<file path="src/rtl/regshift_pkg.sv">
package regshift_pkg;

  typedef enum logic [1:0] {
    OP_LSL = 2'b00,
    OP_LSR = 2'b01,
    OP_ASR = 2'b10,
    OP_ROR = 2'b11
  } shiftOp_e;

  typedef enum logic [2:0] {
    CY_NONE  = 3'd0,
    CY_ZERO  = 3'd1,
    CY_LSB   = 3'd2,
    CY_MSB   = 3'd3,
    CY_SHIFT = 3'd4
  } carrySrc_e;

  // strobes from control to datapath
  typedef struct packed {
    logic      dirLeft;
    logic      fillSign;
    logic      fillWrap;
    logic      passThru;
    logic      forceZero;
    logic      forceSign;
    carrySrc_e carrySrc;
  } shiftCtrl_t;

endpackage

</file>
<file path="src/rtl/regshift_ctrl.sv">
module regshift_ctrl
  import regshift_pkg::*;
#(
  parameter int DATA_W    = 32,
  parameter int AMT_USE_W = 8,
  localparam int LOG_W    = $clog2(DATA_W)
) (
  input  logic [1:0]           opSel,
  input  logic [AMT_USE_W-1:0] amtUse,
  output shiftCtrl_t           ctrl,
  output logic [LOG_W-1:0]     shamt
);

  logic amtZero;
  logic amtEqW;
  logic amtGtW;
  logic rotWrap;

  always_comb begin
    amtZero = (amtUse == '0);
    amtEqW  = (int'(amtUse) == DATA_W);
    amtGtW  = (int'(amtUse) > DATA_W);
    rotWrap = (amtUse[LOG_W-1:0] == '0);
    shamt   = amtUse[LOG_W-1:0];
  end

  always_comb begin
    ctrl = '{dirLeft: 1'b0, fillSign: 1'b0, fillWrap: 1'b0, passThru: 1'b0,
             forceZero: 1'b0, forceSign: 1'b0, carrySrc: CY_SHIFT};
    if (amtZero) begin
      ctrl.passThru = 1'b1;
      ctrl.carrySrc = CY_NONE;
    end else begin
      unique case (shiftOp_e'(opSel))
        OP_LSL: begin
          ctrl.dirLeft = 1'b1;
          if (amtGtW) begin
            ctrl.forceZero = 1'b1;
            ctrl.carrySrc  = CY_ZERO;
          end else if (amtEqW) begin
            ctrl.forceZero = 1'b1;
            ctrl.carrySrc  = CY_LSB;
          end
        end
        OP_LSR: begin
          if (amtGtW) begin
            ctrl.forceZero = 1'b1;
            ctrl.carrySrc  = CY_ZERO;
          end else if (amtEqW) begin
            ctrl.forceZero = 1'b1;
            ctrl.carrySrc  = CY_MSB;
          end
        end
        OP_ASR: begin
          ctrl.fillSign = 1'b1;
          if (amtGtW || amtEqW) begin
            ctrl.forceSign = 1'b1;
            ctrl.carrySrc  = CY_MSB;
          end
        end
        OP_ROR: begin
          ctrl.fillWrap = 1'b1;
          if (rotWrap) begin
            ctrl.passThru = 1'b1;
            ctrl.carrySrc = CY_MSB;
          end
        end
        default: ;
      endcase
    end
  end

endmodule

</file>
<file path="src/rtl/regshift_datapath.sv">
module regshift_datapath
  import regshift_pkg::*;
#(
  parameter int DATA_W = 32,
  localparam int LOG_W = $clog2(DATA_W)
) (
  input  logic [DATA_W-1:0] dataIn,
  input  shiftCtrl_t        ctrl,
  input  logic [LOG_W-1:0]  shamt,
  output logic [DATA_W-1:0] resData,
  output logic              resCarry,
  output logic              resUpd
);

  logic [DATA_W-1:0]          srcWord;
  logic [DATA_W-1:0]          shiftedWord;
  logic [LOG_W:0][DATA_W-1:0] stg;
  logic                       fillBit;
  logic [LOG_W-1:0]           carryIdx;

  // left shifts run through the right shifter on a mirrored word
  always_comb begin
    for (int i = 0; i < DATA_W; i++) begin
      srcWord[i] = ctrl.dirLeft ? dataIn[DATA_W-1-i] : dataIn[i];
    end
  end

  assign fillBit = ctrl.fillSign & dataIn[DATA_W-1];
  assign stg[0]  = srcWord;

  for (genvar k = 0; k < LOG_W; k++) begin : g_stage
    localparam int SH = 1 << k;
    logic [DATA_W-1:0] moved;
    assign moved = ctrl.fillWrap ? {stg[k][SH-1:0], stg[k][DATA_W-1:SH]}
                                 : {{SH{fillBit}}, stg[k][DATA_W-1:SH]};
    assign stg[k+1] = shamt[k] ? moved : stg[k];
  end

  always_comb begin
    for (int i = 0; i < DATA_W; i++) begin
      shiftedWord[i] = ctrl.dirLeft ? stg[LOG_W][DATA_W-1-i] : stg[LOG_W][i];
    end
  end

  always_comb begin
    if (ctrl.passThru)       resData = dataIn;
    else if (ctrl.forceZero) resData = '0;
    else if (ctrl.forceSign) resData = {DATA_W{dataIn[DATA_W-1]}};
    else                     resData = shiftedWord;
  end

  // carry index: DATA_W-n for left (mod width), n-1 for right
  assign carryIdx = ctrl.dirLeft ? LOG_W'(~shamt + 1'b1) : LOG_W'(shamt - 1'b1);

  always_comb begin
    unique case (ctrl.carrySrc)
      CY_LSB:   resCarry = dataIn[0];
      CY_MSB:   resCarry = dataIn[DATA_W-1];
      CY_SHIFT: resCarry = dataIn[carryIdx];
      default:  resCarry = 1'b0;
    endcase
    resUpd = (ctrl.carrySrc != CY_NONE);
  end

endmodule

</file>
<file path="src/rtl/regshift_unit.sv">
module regshift_unit
  import regshift_pkg::*;
#(
  parameter int DATA_W    = 32,
  parameter int AMT_IN_W  = 32,
  parameter int AMT_USE_W = 8,
  parameter bit REG_OUT   = 1'b1
) (
  input  logic                clk,
  input  logic                rstN,
  input  logic [1:0]          opSel,
  input  logic [DATA_W-1:0]   dataIn,
  input  logic [AMT_IN_W-1:0] amtIn,
  output logic [DATA_W-1:0]   dataOut,
  output logic                carryOut,
  output logic                carryUpd
);

  localparam int LOG_W = $clog2(DATA_W);

  shiftCtrl_t        ctrl;
  logic [LOG_W-1:0]  shamt;
  logic [DATA_W-1:0] resData;
  logic              resCarry;
  logic              resUpd;

  regshift_ctrl #(.DATA_W(DATA_W), .AMT_USE_W(AMT_USE_W)) u_ctrl (
    .opSel (opSel),
    .amtUse(amtIn[AMT_USE_W-1:0]),
    .ctrl  (ctrl),
    .shamt (shamt)
  );

  regshift_datapath #(.DATA_W(DATA_W)) u_dp (
    .dataIn  (dataIn),
    .ctrl    (ctrl),
    .shamt   (shamt),
    .resData (resData),
    .resCarry(resCarry),
    .resUpd  (resUpd)
  );

  if (REG_OUT) begin : g_reg
    always_ff @(posedge clk or negedge rstN) begin
      if (!rstN) begin
        dataOut  <= '0;
        carryOut <= 1'b0;
        carryUpd <= 1'b0;
      end else begin
        dataOut  <= resData;
        carryOut <= resCarry;
        carryUpd <= resUpd;
      end
    end
  end else begin : g_comb
    assign dataOut  = resData;
    assign carryOut = resCarry;
    assign carryUpd = resUpd;
  end

endmodule

</file>
<file path="config.mk">
export PLATFORM = sky130hd
export DESIGN_NAME = regshift_unit
export DESIGN_NICKNAME = d
export VERILOG_FILES = /design/src/rtl/regshift_pkg.sv /design/src/rtl/regshift_ctrl.sv /design/src/rtl/regshift_datapath.sv /design/src/rtl/regshift_unit.sv
export SDC_FILE = /design/constraint.sdc
export NUM_CORES = 1
export LEC_CHECK = 0
export ABC_AREA = 0
export BUFFER_PORTS_ARGS = -buffer_cell sky130_fd_sc_hd__buf_2
export CAP_MARGIN = 20
export CORE_ASPECT_RATIO = 0.5
export CORE_MARGIN = 2
export CORE_UTILIZATION = 56
export DETAILED_ROUTE_END_ITERATION = 7
export PLACE_DENSITY = 0.88
export SLEW_MARGIN = 20
export SYNTH_ARGS = -nofsm -noshare
export SYNTH_HDL_FRONTEND = slang
export SYNTH_HIERARCHICAL = 1
export SYNTH_SLANG_ARGS = --single-unit
</file>
<file path="constraint.sdc">
create_clock -name clk -period 0.9 [get_ports clk]
set_input_delay 0.18 -clock clk [delete_from_list [all_inputs] [get_ports clk]]
set_output_delay 0.18 -clock clk [all_outputs]
set_load 0.02 [all_outputs]
</file>
==> results of run 1 <==
-- routing by layer --
| layer | overflow | track usage |
|---|---|---|
| met1 | 2 | 0.837 |
| met2 | 1 | 0.914 |
| met3 | 0 | 0.764 |
| met4 | 1 | 0.715 |
| met5 | 2 | 0.600 |
-- synth_stat cells (9+ instances only) --
cell type / count / area (um^2)
o21ai_1: 17 / 85.1
dfrtp_1: 34 / 851
a22oi_1: 10 / 75.1
mux4_2: 57 / 1280
o22ai_1: 10 / 62.6
buf_2: 17 / 85.1
mux2_1: 10 / 113
nor3_1: 15 / 75.1
nor2_1: 46 / 173
inv_1: 9 / 33.8
a21oi_1: 52 / 260
a221oi_1: 9 / 78.8
mux2_2: 23 / 259
a21o_1: 11 / 82.6
mux2i_1: 34 / 340
clkbuf_1: 44 / 165
a31oi_1: 16 / 100
a211oi_1: 21 / 158
nand2_1: 82 / 308
o21ai_0: 16 / 80.1
-- timing repair --
action / in CTS
endpoints found under the hold margin: 12
cloned: 1
hold buffers: 1
setup buffers: 18
setup endpoints to repair: 68
pin swaps: 42
gates resized for setup: 185
-- through the flow --
stage / TNS, ps / cell area, um^2 / hold slack [ps]
2_1_floorplan: -61680 / 6260 / -116
3_3_place_gp: -71880 / 7900 / 93.6
4_1_cts: -63680 / 9060 / 348
3_5_place_dp: -75370 / 7900 / 104
-- kinds of logic after synthesis --
logic type               count (synthesis)  share of synthesized area
buffers and inverters                   93                     0.0814
flip-flops                              34                      0.141
adder cells (fa/ha/maj)                  2                    0.00414
AND/OR/NAND/NOR                        189                      0.142
multiplexers                           128                      0.346
AO/OA/AOI/OAI                          235                      0.273
XOR/XNOR                                 8                     0.0128
==> run summary, run 1 <==
CTS sink count: 34
Post-synth top flop: dfrtp_1
vias in the first global route: 10506
Tool Error: [ERROR GRT-0116] Global routing finished with congestion. Check the congestion regions in the DRC Viewer.
Avg Synthesized Cell Area: 8.77 um^2
setup slack after placement: -2400 ps
Die H: 77.4 um
Initial Util: 0.584
Port-buffer cells: 77
root buf cell: clkbuf_16
H-tree levels: 2
Post-synth EDFFs: 0
CTS Buffer Depth: 2
Halt Stage: global routing
HPWL Detailed: 21300 um
asr flop ratio synth: 1.00
die width: 151 um
Synth Cell Area: 6040 um^2
outcome: stopped before the end
Cell Rows: 26
Mapped Cells: 689
syn nets: 759
flops & latches, synth: 34
post-synth cell types: 77
grt total ovfl: 6
largest net degree at the start of global routing: 54
sequential element share of the synthesized area: 0.141
IO Pins: 102
placed instance count: 1018
Num CTS Buffers: 5
GP Congestion: 1.15
first-pass GRT wire length: 69800 um
Synth warnings: 6
Tot GR Track Use: 0.820
==> inputs of run 2 (changes only) <==
--- a/config.mk
+++ b/config.mk
@@ -8,11 +8,10 @@
 export ABC_AREA = 0
 export BUFFER_PORTS_ARGS = -buffer_cell sky130_fd_sc_hd__buf_2
 export CAP_MARGIN = 20
-export CORE_ASPECT_RATIO = 0.5
 export CORE_MARGIN = 2
-export CORE_UTILIZATION = 56
+export CORE_UTILIZATION = 40
 export DETAILED_ROUTE_END_ITERATION = 7
-export PLACE_DENSITY = 0.88
+export PLACE_DENSITY_LB_ADDON = 0.15
 export SLEW_MARGIN = 20
 export SYNTH_ARGS = -nofsm -noshare
 export SYNTH_HDL_FRONTEND = slang
==> run summary, run 2 <==
Cell Rows: 44 (+69%)
most common cell after layout, fill and taps aside: buf_4
Clk pin slew, worst setup/hold paths: 60 ps
placed instance count: 1088 (+6.9%)
Residual DRC: 0
Setup violations, final: 68
GP Congestion: 0.982 (-15%)
ANT nets after route: 0
CTS tree: yes
Post-synth top flop: dfrtp_1
first-pass GRT wire length: 43400 um
multi-input logic area: 5430 um^2
filler cell count: 1235
largest net degree at the start of global routing: 46
Commonest cells post-synth: 82 x nand2_1, 57 x mux4_2, 52 x a21oi_1, 46 x nor2_1, 44 x clkbuf_1
grt total ovfl: 0
Max Clk Rate: 354 MHz
HP Class: input port to register
Synth area leader: mux4_2
vias in the first global route: 7242
Lkg Pwr: 4.03 nW
post-synth top area share: 0.213 (unchanged)
Core Box Area: 14600 um^2
outcome: complete, but fails checks
most common cell in the netlist: nand2_1
drt first pass iters: 6
syn nets: 759 (unchanged)
asr flop ratio synth: 1.00 (unchanged)
crit start category: input port
Slew Limit Headroom: 0.400
Mapped Cells: 689 (unchanged)
via/cell ratio: 6.54
CTS sink count: 34 (unchanged)
root buf cell: clkbuf_16
WL/cell: 25.4 um
Layout Utilization: 0.642
Area growth syn-to-layout: 55.6%
Total Routed Length: 28200 um
Final Critical Period: 2820 ps
Max rail drop VDD: 0.000758 V
Slew @ Worst Pin: 893 ps
Tcrit/Tclk final: 3.14
sequential element share of the synthesized area: 0.141 (unchanged)
Synth warnings: 6 (unchanged)
max reg flops: 32
commonest cells after routing, fill and taps aside: 207 x buf_4, 78 x nand2_1, 57 x mux4_2, 45 x buf_6, 41 x buf_2
setup slack after placement: -2410 ps (-6.12 ps)
1st-iter DRT viols: 748
IO Pins: 102 (unchanged)
Synth Cell Area: 6040 um^2 (unchanged)
Num CTS Buffers: 5 (unchanged)
largest register by flop count: dataOut
Initial Util: 0.413 (-0.171)
DP Area: 8230 um^2 (+4.2%)
H-tree levels: 2 (unchanged)
Critical Path AT: 2990 ps
Port-buffer cells: 77 (unchanged)
die area: 16100 um^2
Nets: 997
Tot GR Track Use: 0.352
Post-synth EDFFs: 0 (unchanged)
top flop regs: dataOut: 32 flops, carryOut: 1 flops, carryUpd: 1 flops
critical-path maximum fanout: 6
Sequential Area: 851 um^2
CP Class: input port to register
CTS Buffer Depth: 2 (unchanged)
HPWL Detailed: 21900 um (+2.8%)
Die H: 127 um (+64%)
Final Hold Fails: 0
initial antenna violation count: 0
Critical Path Sink Type: register
final instance area: 9400 um^2
worst setup margin: -1920 ps
failing checks: setup timing
ratio of cells with drive above 1 in the final layout: 0.562
max-slew violations: 0
flops & latches, synth: 34 (unchanged)
Min Hold Slack: 373 ps
antenna diode count: 0
RSZ-0062 raised after global routing: yes
max cap viols: 0
Avg Synthesized Cell Area: 8.77 um^2 (unchanged)
Pwr Density: 1070 nW/um^2
DR vias: 7270
CP Data Required Time: 1070 ps
post-synth cell types: 77 (unchanged)
die width: 127 um (-16%)
non-filler cells, final: 1111
dominant cells by area after synthesis: mux4_2 21%, dfrtp_1 14%, mux2i_1 5.6%, nand2_1 5.1%, a21oi_1 4.3%
-- run 2: cell counts after synthesis --
Identical to the previous run, type by type.
-- run 2: worst max-delay path, cell delays in order --
cell      delay [ps]
buf_6             90
or4_4            560
nor2_4           140
a211oi_4         110
buf_12           180
xor2_4           150
buf_12           150
mux2i_4          260
a21oi_2          100
mux4_2           540
nor2_4           110
a21oi_2           50
a221o_1          360
-- run 2: where the power goes --
part / switching [mW] / total, mW / internal, mW
Combinational: 3.21 / 6.26 / 3.04
Sequential: 0.0956 / 1.82 / 1.72
Clock: 0.647 / 2.01 / 1.37
-- run 2: final timing paths --
kind,cells after the start,end,from
setup / recovery,13,dataOut[15],amtIn[2]
hold / removal,4,dataOut[6],dataIn[6]
max in group asynchronous,3,dataOut[2],rstN
min in group asynchronous,3,dataOut[4],rstN
-- run 2: metrics by stage --
stage / power, mW / TNS (ps)
after global routing: 10.5 / -67480
after detailed placement: 7.06 / -76180
final: 10.1 / -64260
after CTS: 9.76 / -63070
after floorplan: 4.85 / -61680
after global placement: 7.00 / -73870
-- run 2: cell families after synthesis --
family	Yosys count	synth area share
AOI/OAI and AO/OA	235	0.273
xor gates and xnor gates	8	0.0128
adders and majority gates	2	0.00414
buffers and inverters	93	0.0814
DFF	34	0.141
muxes	128	0.346
and+or+nand+nor	189	0.142
-- run 2: repair_timing --
action	in CTS	in global routing
endpoints found under the setup margin	68	68
pin swaps	44	20
buffers inserted	10	5
endpoints found under the hold margin	34	0
gates cloned	3	0
hold buffers	1	0
resized for setup	146	45
-- run 2: cell type report --
class                   count  area share
repair inverters            1    0.000932
flip-flops and latches     34      0.0905
well taps                 184      0.0245
repair buffers            312       0.283
multi-input cells         562       0.578
inverters                  11     0.00572
clock buffers               6      0.0148
clock inverters             1     0.00319
-- run 2: metal layers --
| layer | wire length [um] | GRT usage |
|---|---|---|
| met1 | 11300 | 0.469 |
| met5 | 0 | 0 |
| met3 | 2700 | 0.0586 |
| met4 | 1310 | 0.147 |
| met2 | 12900 | 0.571 |
(Power assumes the default switching activity.)
